$ cat src/rtl/wdog_pkg.sv
package wdog_pkg;
   localparam int CNT_W = 12;

   typedef struct packed {
      logic             dis;
      logic             halt_en;
      logic             irq_en;
      logic             rst_en;
      logic [CNT_W-1:0] delta;
      logic [CNT_W-1:0] tmo;
   } wd_mode_t;

   localparam int MODE_W = $bits(wd_mode_t);

   localparam wd_mode_t MODE_RST = '{dis: 1'b0, halt_en: 1'b0, irq_en: 1'b0,
                                     rst_en: 1'b1, delta: '1, tmo: '1};
endpackage

$ cat src/rtl/wdog_cfg.sv
module wdog_cfg
   import wdog_pkg::*;
#(
   parameter int          DATA_W = 32,
   parameter int          KEY_W  = 8,
   parameter logic [7:0]  KEY    = 8'hA5
) (
   input  logic              clk,
   input  logic              rst_n,
   input  logic              wr_en,
   input  logic              wr_sel,
   input  logic [DATA_W-1:0] wr_data,
   output wd_mode_t          mode,
   output logic              locked,
   output logic              mode_wr,
   output logic              restart
);
   localparam int KEY_LSB = DATA_W - KEY_W;

   assign mode_wr = wr_en && !wr_sel && !locked;
   assign restart = wr_en && wr_sel && wr_data[0] &&
                    (wr_data[DATA_W-1:KEY_LSB] == KEY[KEY_W-1:0]);

   always_ff @(posedge clk or negedge rst_n) begin
      if (!rst_n) begin
         mode   <= MODE_RST;
         locked <= 1'b0;
      end else if (mode_wr) begin
         mode   <= wd_mode_t'(wr_data[MODE_W-1:0]);
         locked <= 1'b1;
      end
   end

   AST_LOCK_HOLDS: assert property (@(posedge clk) disable iff (!rst_n)
      (locked && wr_en && !wr_sel) |=> $stable(mode));
endmodule

$ cat src/rtl/wdog_presc.sv
module wdog_presc #(
   parameter int PRESCALE = 128
) (
   input  logic clk,
   input  logic rst_n,
   input  logic slow_tick,
   input  logic run,
   input  logic clr,
   output logic tick
);
   localparam int PW = (PRESCALE > 1) ? $clog2(PRESCALE) : 1;
   localparam logic [PW-1:0] LAST = PW'(PRESCALE - 1);

   generate
      if (PRESCALE == 1) begin : g_direct
         logic unused_clr;
         assign unused_clr = clr;
         assign tick       = slow_tick && run;
      end else begin : g_div
         logic [PW-1:0] pre;
         assign tick = slow_tick && run && (pre == LAST);
         always_ff @(posedge clk or negedge rst_n) begin
            if (!rst_n)                 pre <= '0;
            else if (clr)               pre <= '0;
            else if (slow_tick && run)  pre <= (pre == LAST) ? '0 : pre + 1'b1;
         end

         AST_HALT_FREEZE: assert property (@(posedge clk) disable iff (!rst_n)
            (!run && !clr) |=> $stable(pre));
      end
   endgenerate
endmodule

$ cat src/rtl/wdog_cnt.sv
module wdog_cnt
   import wdog_pkg::*;
(
   input  logic             clk,
   input  logic             rst_n,
   input  logic             tick,
   input  logic             load,
   input  logic [CNT_W-1:0] tmo,
   output logic [CNT_W-1:0] cnt,
   output logic             expire
);
   assign expire = tick && !load && (cnt == '0);

   always_ff @(posedge clk or negedge rst_n) begin
      if (!rst_n)               cnt <= '1;
      else if (load || expire)  cnt <= tmo;
      else if (tick)            cnt <= cnt - 1'b1;
   end

   AST_CNT_STEP: assert property (@(posedge clk) disable iff (!rst_n)
      (tick && !load && cnt != '0) |=> (cnt == $past(cnt) - 1'b1));
   AST_RELOAD_ON_EXPIRE: assert property (@(posedge clk) disable iff (!rst_n)
      expire |=> (cnt == $past(tmo)));
endmodule

$ cat src/rtl/wdog_top.sv
module wdog_top
   import wdog_pkg::*;
#(
   parameter int         PRESCALE = 128,
   parameter int         DATA_W   = 32,
   parameter int         KEY_W    = 8,
   parameter logic [7:0] KEY      = 8'hA5
) (
   input  logic              clk,
   input  logic              rst_n,
   input  logic              slow_tick,
   input  logic              dbg_halt,
   input  logic              wr_en,
   input  logic              wr_sel,
   input  logic [DATA_W-1:0] wr_data,
   input  logic              rd_en,
   output logic [DATA_W-1:0] rd_data,
   output logic              rst_req,
   output logic              irq
);
   localparam int CNT_LSB = 16;
   localparam int PAD_HI  = DATA_W - CNT_LSB - CNT_W;
   localparam int PAD_LO  = CNT_LSB - 3;

   generate
      if (PRESCALE < 1)       begin : g_bad_presc $error("PRESCALE must be at least 1"); end
      if (KEY_W < 1 || KEY_W > 8) begin : g_bad_key $error("KEY_W must be 1..8"); end
      if (DATA_W < CNT_LSB + CNT_W || DATA_W < MODE_W)
                              begin : g_bad_dw $error("DATA_W too small for the fields"); end
   endgenerate

   wd_mode_t         mode;
   logic             locked, mode_wr, restart;
   logic             run, tick, load, restart_ok, win_ok, werr_ev, expire, fault;
   logic [CNT_W-1:0] cnt;
   logic             uf_flag, werr_flag;

   wdog_cfg #(.DATA_W(DATA_W), .KEY_W(KEY_W), .KEY(KEY)) i_cfg (
      .clk(clk), .rst_n(rst_n), .wr_en(wr_en), .wr_sel(wr_sel), .wr_data(wr_data),
      .mode(mode), .locked(locked), .mode_wr(mode_wr), .restart(restart));

   assign run        = !mode.dis && !(mode.halt_en && dbg_halt);
   assign restart_ok = restart && !mode.dis;
   assign win_ok     = (cnt <= mode.delta);
   assign load       = mode_wr || (restart_ok && win_ok);
   assign werr_ev    = restart_ok && !win_ok;

   wdog_presc #(.PRESCALE(PRESCALE)) i_presc (
      .clk(clk), .rst_n(rst_n), .slow_tick(slow_tick), .run(run), .clr(load), .tick(tick));

   wdog_cnt i_cnt (
      .clk(clk), .rst_n(rst_n), .tick(tick), .load(load), .tmo(mode_wr ? wr_data[CNT_W-1:0] : mode.tmo),
      .cnt(cnt), .expire(expire));

   assign fault = expire || werr_ev;

   always_ff @(posedge clk or negedge rst_n) begin
      if (!rst_n) begin
         uf_flag   <= 1'b0;
         werr_flag <= 1'b0;
         rst_req   <= 1'b0;
         irq       <= 1'b0;
      end else begin
         if (rd_en) begin
            uf_flag   <= 1'b0;
            werr_flag <= 1'b0;
         end
         if (expire)  uf_flag   <= 1'b1;
         if (werr_ev) werr_flag <= 1'b1;
         rst_req <= fault && mode.rst_en;
         irq     <= fault && mode.irq_en;
      end
   end

   assign rd_data = {{PAD_HI{1'b0}}, cnt, {PAD_LO{1'b0}}, locked, werr_flag, uf_flag};

   AST_DIS_NO_FAULT: assert property (@(posedge clk) disable iff (!rst_n)
      mode.dis |-> !fault);
   AST_FLAG_READ: assert property (@(posedge clk) disable iff (!rst_n)
      (rd_en && !fault) |=> (!uf_flag && !werr_flag));
   AST_EARLY_NO_RELOAD: assert property (@(posedge clk) disable iff (!rst_n)
      (werr_ev && !tick) |=> $stable(cnt));
   AST_WRITE_LOCKS: assert property (@(posedge clk) disable iff (!rst_n)
      (wr_en && !wr_sel) |=> locked);
endmodule

$ cat config.mk
export PLATFORM = sky130hd
export DESIGN_NAME = wdog_top
export DESIGN_NICKNAME = d
export VERILOG_FILES = /design/src/rtl/wdog_pkg.sv /design/src/rtl/wdog_cfg.sv /design/src/rtl/wdog_presc.sv /design/src/rtl/wdog_cnt.sv /design/src/rtl/wdog_top.sv
export SDC_FILE = /design/constraint.sdc
export NUM_CORES = 1
export LEC_CHECK = 0
export BUFFER_PORTS_ARGS = -buffer_cell sky130_fd_sc_hd__buf_2
export CAP_MARGIN = 20
export CORE_MARGIN = 1.5
export CORE_UTILIZATION = 40
export DETAILED_ROUTE_END_ITERATION = 8
export REMOVE_ABC_BUFFERS = 1
export SLEW_MARGIN = 5
export SYNTH_ARGS = -nofsm -noshare
export SYNTH_HDL_FRONTEND = slang
export SYNTH_SLANG_ARGS = --single-unit
export TNS_END_PERCENT = 10
$ cat constraint.sdc
create_clock -name clk -period 2.4 [get_ports clk]
set_input_delay 0.48 -clock clk [delete_from_list [all_inputs] [get_ports clk]]
set_output_delay 0.48 -clock clk [all_outputs]
set_load 0.01 [all_outputs]
==> impl_summary.md <==
Layout
The number of cells in the finished layout apart from fillers is 427. The synthesis-to-finish area growth is 14.0%. In the layout the commonest cells are buf_2, dfstp_2, inv_1. The number of nets in the layout is 383. The share of final-layout standard cells stronger than drive strength 1 is 0.393.

Leaving out fill and tap cells, the most frequent cell in the layout is buf_2. The antenna diode count is 0. The layout has 692 filler cells.

Pwr
The share of total power dissipated in sequential elements is 0.486. The power density of the placed cells is 1040 nW/um^2. The net switching power figure is 1190 uW. The static power due to leakage is 0.00156 uW.

The combinational share of power is 0.363. Of the total power, the clock network draws 0.151. The total power of the final layout is 3440 uW. The worst ir drop on vdd is 0.382 mV. Of the total power, the share spent switching nets is 0.347.

Cell internal power was estimated by the tool at 2250 uW.

Logic synthesis
The area share of fa/ha/maj cells after synthesis is 0.0602. The count of yosys warnings during synthesis is 0. The parity-gate share of the synthesized area counting xor and xnor cells is 0.0331.

The leading register cell type out of synthesis is dfstp_2. Of the total synthesized cell area, the portion taken by AND, OR, NAND and NOR gates is 0.147. The post-synthesis mux area share is 0.0917. By area, the combinational part of the netlist is dominated by simple AND/OR/NAND/NOR gates.

The share of the synthesized area in compound gates (AO/OA/AOI/OAI) is 0.106. The number of enable flip-flop cells after synthesis is 0. The instance count of the mapped netlist is 275.

The netlist area before placement is 2910 sq um. A synthesized cell averages 10.6 sq um. The sequential cell area fraction in the yosys report is 0.463. Counting distinct cell types in the post-synthesis netlist gives 51. The number of register bits inferred by synthesis is 52. The share of flip-flops with an asynchronous set or reset is 1.00.

STA
The worst path needs 2.23 ns of the cycle, external delays included. Derived from the worst setup path, the maximum achievable clock frequency is 0.448 GHz. Setup repair after global routing left no endpoint under its margin.

Between clock sinks in the finished design, the worst skew comes to 0.00310 ns. The measured slew at the worst slew-check pin is 0.654 ns. The worst pin sits at a relative slew slack of 0.564. Setup slack closes at 0.170 ns. The sum of negative setup slack is 0 ns. The count of endpoints failing hold in the final timing report is 0. The number of max-slew violations in the final report is 0. Setup violations remaining at the end of the flow were counted as 0. The post-route worst hold slack is 0.285 ns. Of the available clock period, the critical path in the final layout requires 0.929.

Worst setup path
The category of the most critical setup path is flip-flop to flip-flop. The type of element capturing the critical path is a flip-flop. Among all stages on the critical path, the largest delay is contributed by dfstp_2.

Along the worst path, the maximum fanout reaches 12. The kind of launch point of the worst setup path is a flip-flop. The launching instance or port of the critical path is i_cnt.cnt[0]. Traced cell by cell, the critical path runs through inv_1, ha_1, and4_1, a21oi_1, a21oi_1, a21o_2, a21o_4, mux2_4. The number of buffers and inverters on the critical path is 1.

The most used cell along the critical path is a21oi_1. The critical register-to-register path startpoint is i_cnt.cnt[0]. In this design, the largest share of critical-path delay is due to compound AO/OA/AOI/OAI gates. At the worst endpoint, the required time is 2.64 ns. In this design, the stage delay of the slowest critical-path cell is 0.58 ns.

The critical path data arrival time is 2.47 ns.

Drt
The post-detailed-routing wire length is 5550 um. The vias per cell is 4.75. For this block, the initial DRC count from the detailed router was 71. The length of the first detailed-routing pass in iterations is 4. The final routed DRC violation total is 0. The number of nets with antenna violations after detailed routing is 0. The detailed router placed 2030 vias in this run. Dividing the detail-routed wire length by the instance count gives 13.0 um.

Global routing
Entering global routing, the biggest net connects 53 pins. The global route total overflow is 0. The number of global-route vias before repair was 1913. The wire length of the first global-routing pass is 9180 um. The total global routing track utilization is 0.153. The number of antenna violations at the first check in global routing is 0.

Placement
At the placement stage, the worst setup path has a slack of 0.184 ns. The number of input and output port buffers inserted is 55. After legalization and detailed placement, the total HPWL measured 4180 um.

Routability-driven placement finished with a final weighted congestion of 0.763. The total placed cells including tap cells is 419.

Die
The die is 88.3 um tall. In this run the count of I/O pins placed on the die edge is 73. The standard-cell row count is 30. The floorplan step defined a die boundary enclosing 7790 sq um. In this run the horizontal extent of the chip is 88.3 um. The starting density of the core is 0.421.

The core region is 6910 sq um.

Clocking
Buffers inserted to repair hold after CTS numbered 0. The clock root buffer master is clkbuf_8. Clock-pin slew was measured on the worst setup and hold paths at 0.09 ns. The maximum count of clock buffers along a single path is 2.

The post-cts gate resize count is 0. The level count of the clock H-tree is 2. TritonCTS built the clock tree. TritonCTS created 5 clock buffers. Counting every sink on the clock net gives 52. After clock tree synthesis, the setup repair step added 0 buffers. The clock reaches the later pin of the worst-skew pair after 0.31 ns.

Worst hold path
The class of the most critical hold timing path is input pin to asynchronous set/reset pin.

Outcome
The flow ran to the end, and the final reports show no timing, DRC or antenna violations.

Run
Max-cap violations in this run came to 0.
==> area by class of cell <==
cell class,count,area (sq um),area share
well taps,96,120,0.0362
inverters,23,86.3,0.0260
flip-flops and latches,52,1350,0.407
clock buffers,6,82.6,0.0249
repair buffers,60,325,0.0982
multi-input cells,188,1340,0.405
clock inverters,2,10.0,0.00302
==> state kept, by name, summed over array words and instances (netlist names) <==
name,flops
i_presc.g_div.pre,7
irq,1
rst_req,1
i_cfg.locked,1
uf_flag,1
werr_flag,1
i_cnt.cnt,12
i_cfg.mode,28
==> metal layers <==
metal | GRT usage | routed length, um | up-vias
li1 | - | - | 1019
met1 | 0.217 | 2770 | 945
met2 | 0.234 | 2390 | 59
met3 | 0.0354 | 311 | 7
met4 | 0.0469 | 69 | 0
met5 | 0 | 0 | -
==> path summary, 6_finish.rpt <==
| kind | cells after the start | slack [ns] | end |
|---|---|---|---|
| max | 8 | 0.17 | i_cnt.cnt[7] |
| min | 2 | 0.28 | irq |
| max reg2reg | 8 | 0.17 | i_cnt.cnt[7] |
| min reg2reg | 1 | 0.49 | irq |
| max in group asynchronous | 2 | 1.69 | i_presc.g_div.pre[3] |
| min in group clk | 3 | 0.37 | i_cfg.mode[15] |
==> power by group through the flow <==
stage | Combinational, uW | Sequential [uW] | Clock [uW]
after floorplan | 858 | 1670 | 0
after global placement | 1230 | 1690 | 0
after detailed placement | 1260 | 1690 | 0
after CTS | 1270 | 1680 | 540
after global routing | 1430 | 1720 | 569
final | 1250 | 1670 | 518
==> Yosys cell counts, types with 3 or more instances <==
master / instances / share of area
clkbuf_1: 6 / 0.0077
and2_1: 4 / 0.0086
nand2_1: 22 / 0.028
mux2i_1: 9 / 0.031
nor2_1: 18 / 0.023
a22oi_1: 7 / 0.018
mux2_2: 13 / 0.050
dfrtp_1: 15 / 0.13
xor2_1: 7 / 0.021
ha_1: 14 / 0.060
xnor2_1: 4 / 0.012
o22ai_1: 3 / 0.0065
nand4_1: 3 / 0.0065
inv_1: 23 / 0.030
a21oi_1: 9 / 0.015
dfstp_2: 37 / 0.33
o21ai_0: 17 / 0.029
and4_1: 4 / 0.012
buf_4: 20 / 0.052
==> kinds of logic (layout without fill, tap and decap cells) <==
kind of cell / Yosys count / after routing
AND/OR/NAND/NOR: 74 / 74
flip-flops: 52 / 52
buffers and inverters: 51 / 91
AO/OA/AOI/OAI: 48 / 48
multiplexers: 24 / 24
adder cells (fa/ha/maj): 14 / 14
XOR/XNOR: 11 / 11
other: 1 / 17
==> per-stage QoR <==
step	util	area [sq um]
2_1_floorplan	-	2770
3_3_place_gp	0.466	3220
3_5_place_dp	0.466	3220
4_1_cts	0.480	3310
5_1_grt	0.480	3310
6_report	0.480	3310
Note: power is estimated with default switching activity, not from simulation.
